==> src/rtl/alu_pkg.sv <==
package alu_pkg;

  typedef enum logic [1:0] {
    FN_ADD = 2'd0,
    FN_SUB = 2'd1,
    FN_AND = 2'd2,
    FN_XOR = 2'd3
  } alu_fn_e;

endpackage

==> src/rtl/alu_addsub.sv <==
// Shared adder for add and subtract; subtract inverts Y and injects a carry-in.
module alu_addsub #(
  parameter int WIDTH = 32
) (
  input  logic [WIDTH-1:0] opnd_x,
  input  logic [WIDTH-1:0] opnd_y,
  input  logic             sub_en,
  output logic [WIDTH-1:0] sum,
  output logic             carry_out,
  output logic             ovf
);
  localparam int MSB = WIDTH - 1;

  logic [WIDTH-1:0] y_eff;
  logic [WIDTH:0]   wide_sum;

  always_comb begin
    y_eff     = opnd_y ^ {WIDTH{sub_en}};
    wide_sum  = {1'b0, opnd_x} + {1'b0, y_eff} + {{WIDTH{1'b0}}, sub_en};
    sum       = wide_sum[MSB:0];
    // Borrow is the inverted carry of the complemented addition.
    carry_out = wide_sum[WIDTH] ^ sub_en;
    ovf       = (opnd_x[MSB] == y_eff[MSB]) && (wide_sum[MSB] != opnd_x[MSB]);
  end

endmodule

==> src/rtl/alu_bitwise.sv <==
// Per-bit logic slice producing both AND and XOR words.
module alu_bitwise #(
  parameter int WIDTH = 32
) (
  input  logic [WIDTH-1:0] opnd_x,
  input  logic [WIDTH-1:0] opnd_y,
  output logic [WIDTH-1:0] and_word,
  output logic [WIDTH-1:0] xor_word
);
  for (genvar b = 0; b < WIDTH; b++) begin : g_bit
    assign and_word[b] = opnd_x[b] & opnd_y[b];
    assign xor_word[b] = opnd_x[b] ^ opnd_y[b];
  end

endmodule

==> src/rtl/alu_flags.sv <==
// Flag shaping: arithmetic flags pass only for arithmetic functions.
module alu_flags #(
  parameter int WIDTH = 32
) (
  input  logic [WIDTH-1:0] res_word,
  input  logic             is_arith,
  input  logic             arith_carry,
  input  logic             arith_ovf,
  output logic             zero_flag,
  output logic             carry_flag,
  output logic             ovf_flag
);
  always_comb begin
    zero_flag  = ~|res_word;
    carry_flag = is_arith & arith_carry;
    ovf_flag   = is_arith & arith_ovf;
  end

endmodule

==> src/rtl/arith_logic_unit.sv <==
module arith_logic_unit
  import alu_pkg::*;
#(
  parameter int WIDTH = 32
) (
  input  logic [WIDTH-1:0] opnd_x,
  input  logic [WIDTH-1:0] opnd_y,
  input  logic [1:0]       func_sel,
  output logic [WIDTH-1:0] result,
  output logic             ovf_flag,
  output logic             zero_flag,
  output logic             carry_flag
);
  alu_fn_e          fn;
  logic [WIDTH-1:0] as_sum;
  logic             as_carry;
  logic             as_ovf;
  logic [WIDTH-1:0] and_word;
  logic [WIDTH-1:0] xor_word;
  logic             is_arith;
  logic             sub_en;

  always_comb begin
    fn       = alu_fn_e'(func_sel);
    sub_en   = (fn == FN_SUB);
    is_arith = (fn == FN_ADD) || (fn == FN_SUB);
  end

  alu_addsub #(.WIDTH(WIDTH)) u_addsub (
    .opnd_x    (opnd_x),
    .opnd_y    (opnd_y),
    .sub_en    (sub_en),
    .sum       (as_sum),
    .carry_out (as_carry),
    .ovf       (as_ovf)
  );

  alu_bitwise #(.WIDTH(WIDTH)) u_bitwise (
    .opnd_x   (opnd_x),
    .opnd_y   (opnd_y),
    .and_word (and_word),
    .xor_word (xor_word)
  );

  always_comb begin
    unique case (fn)
      FN_ADD,
      FN_SUB:  result = as_sum;
      FN_AND:  result = and_word;
      default: result = xor_word;
    endcase
  end

  alu_flags #(.WIDTH(WIDTH)) u_flags (
    .res_word    (result),
    .is_arith    (is_arith),
    .arith_carry (as_carry),
    .arith_ovf   (as_ovf),
    .zero_flag   (zero_flag),
    .carry_flag  (carry_flag),
    .ovf_flag    (ovf_flag)
  );

endmodule

==> config.mk <==
export PLATFORM = sky130hd
export DESIGN_NAME = arith_logic_unit
export DESIGN_NICKNAME = d
export VERILOG_FILES = /design/src/rtl/alu_pkg.sv /design/src/rtl/alu_addsub.sv /design/src/rtl/alu_bitwise.sv /design/src/rtl/alu_flags.sv /design/src/rtl/arith_logic_unit.sv
export SDC_FILE = /design/constraint.sdc
export NUM_CORES = 1
export LEC_CHECK = 0
export CORE_ASPECT_RATIO = 2
export CORE_UTILIZATION = 30
export DETAILED_ROUTE_END_ITERATION = 16
export PLACE_DENSITY = 0.6
export SLEW_MARGIN = 20
export SYNTH_ARGS = -nofsm -noshare
export SYNTH_HDL_FRONTEND = slang
export SYNTH_SLANG_ARGS = --single-unit
==> constraint.sdc <==
create_clock -name vclk -period 22
set_input_delay 6.6 -clock vclk [all_inputs]
set_output_delay 6.6 -clock vclk [all_outputs]
set_load 0.02 [all_outputs]
==> qor.yml <==
route:
  drt_iter0_drc: 211
  top_layer_used: "met4"
  route.detailed.drc: 0
  detail_route.wl_per_cell_um: 18.4
  wl_um: 12900
  ant_nets: 0
  wl_met2_um: 7450
  wl_met1_um: 4620
  dr.pass1.iters: 4
  route.met3.wl_um: 388
  vias_per_cell: 5.69
  vias: 3991
setup_path:
  worst_setup_path_start_kind: "input port"
  crit_path_end_kind: "output pin"
  cpMaxStageDelayCell: "clkdlybuf4s50_1"
  path_buf_inv: 5
  critical-path-top-delay-family: "simple AND/OR/NAND/NOR gates"
  critPathKind: "in -> out"
  path_max_fanout: 56
  cpPeakStageDelay_ps: 670
  critPathArrivalTime_ps: 12380
  required_ps: 15400
  cp_cell_sequence: "buf_2 -> buf_4 -> clkinv_1 -> nand2_2 -> buf_4 -> xnor2_1 -> ha_1 -> nand2_1 -> a2111oi_4 -> o21ai_2 -> a311o_1 -> and3_1 -> o31a_1 -> or4_1 -> or4_1 -> a2111oi_2 -> clkdlybuf4s50_1"
sta:
  final_max_slew_viol_count: 0
  worstMarginPinSlew_ps: 613
  fin_tns_setup_ps: 0
  relSlewSlack_pct: 59.2
  worst_hold_slack_ps: 14350
  period_share_pct: 86.3
  rsz0062_at_grt: "false"
  fmax_mhz: 52.7
  setup_slack_ps: 3020
  hold_viol_final: 0
  finalCriticalPeriod_ps: 18980
  setup_viol: 0
power:
  p_leak_nw: 1.90
  power.density_mw_per_mm2: 39.9
  ir_worst_vdd_uv: 22.8
final_layout:
  fillCellCount: 1277
  area_delta_synth_final_pct: 31.6
  clock_buffers: 0
  drive_gt1_share_pct: 7.91
  seq_cell_count: 0
  antenna_cells: 0
  seqCellArea_sq_um: 0
  multi_input_area_sq_mm: 0.00343
  utilization_pct: 40.3
  final_nets: 696
placed_design:
  port_buffers: 101
  place.gp.congestion: 0.914
  pre_cts_slack_ps: 2980
  dp_hpwl_um: 10800
grt:
  grt_pass1_vias: 4099
  antenna_found_initial: 0
  grt_overflow: 0
  grt_first_pass_wirelength_um: 20200
  grtUsageTotal_pct: 20.6
  grt_max_degree: 57
floorplanning:
  die_h_um: 156
  die_w_um: 79.1
  initial_utilization_pct: 30.7
  io_pins: 101
  row_count: 56
  dieArea_sq_mm: 0.0124
  coreArea_sq_mm: 0.0116
hold_path:
  min_path_type: "in -> out"
clock_tree:
  post-cts-setup-buffers: 0
  cts_resized: 0
  postCtsHoldBufs: 0
synth:
  avgSynthCellArea_sq_um: 7.54
  yosys_warnings: 0
  synthCells: 473
  syn_nets: 611
  seq_area_frac_synth_pct: 0
  ys_types: 71
  synth_area_sq_mm: 0.00357
run_status:
  outcome: "complete, no violations"
run:
  maxCapViolations: 0
[worst paths after layout]
check / from / endpoint / slack (ps) / cells after the start
worst max-delay path: func_sel[1] / zero_flag / 3020 / 17
worst min-delay path: func_sel[1] / result[1] / 14350 / 4
[layout by cell type (no fill, tap or decap), types with 5 or more instances in the layout]
| cell | instances |
|---|---|
| nand2_1 | 45 |
| ha_1 | 71 |
| xnor2_1 | 38 |
| clkdlybuf4s50_1 | 99 |
| mux2_2 | 15 |
| o31ai_1 | 6 |
| a21o_1 | 5 |
| inv_1 | 11 |
| a211o_1 | 5 |
| nor2_1 | 27 |
| o21a_1 | 9 |
| o21ai_0 | 28 |
| a211oi_1 | 5 |
| mux2i_1 | 16 |
| o211ai_1 | 8 |
| nor3_1 | 11 |
| nand4_1 | 6 |
| or3_1 | 5 |
| a21oi_1 | 38 |
| xor2_1 | 10 |
| nand2b_1 | 7 |
[cells in the mapped netlist, drive strengths merged, types with 4 or more instances]
cell type	n	area share [%]
a211o	5	1.2
a211oi	5	1.1
a21boi	4	0.84
a21o	6	1.3
a21oi	39	5.6
and2	4	0.70
and3	4	0.74
buf	8	0.95
clkbuf	14	1.5
ha	71	25
inv	11	1.2
mux2	15	4.7
mux2i	16	4.5
nand2	46	4.8
nand2b	7	1.2
nand4	6	1.1
nor2	27	2.8
nor3	12	1.8
nor4	4	1.1
o211ai	8	1.7
o21a	9	1.9
o21ai	30	4.3
o21bai	4	0.84
o31ai	6	1.3
or3	6	1.1
or4	4	0.84
xnor2	38	9.3
xor2	10	2.5
[metrics by stage]
step / area, sq um / instances / power, mW
after floorplan: 3570 / 473 / 0.117
after global placement: 4690 / 701 / 0.185
after detailed placement: 4690 / 701 / 0.186
after CTS: 4690 / 701 / 0.187
after global routing: 4690 / 701 / 0.203
final: 4690 / 701 / 0.187
[logic make-up (layout without fill, tap and decap cells)]
logic type / Yosys count / after routing / share of synthesized area [%]
AO/OA/AOI/OAI: 150 / 150 / 29.7
AND/OR/NAND/NOR: 138 / 138 / 20.0
adder cells (fa/ha/maj): 72 / 72 / 25.5
XOR/XNOR: 48 / 48 / 11.8
buffers and inverters: 34 / 117 / 3.75
multiplexers: 31 / 31 / 9.23
[metal layers]
layer	track usage, %	vias up
met1	20.6	1888
met4	6.06	0
met3	0.994	30
met2	43.1	110
met5	0	-
li1	-	1963
[where the power goes]
part | internal (mW) | switching (mW)
logic | 0.0827 | 0.105
clock network | 0 | 0
registers | 0 | 0
total | 0.0827 | 0.105
[final cells by class]
class                      instances  area share (%)
timing repair buffer             105            22.0
inverter                          12           0.960
tap                              145            3.87
multi-input combinational        439            73.2
Power figures use the tool's default switching activity.
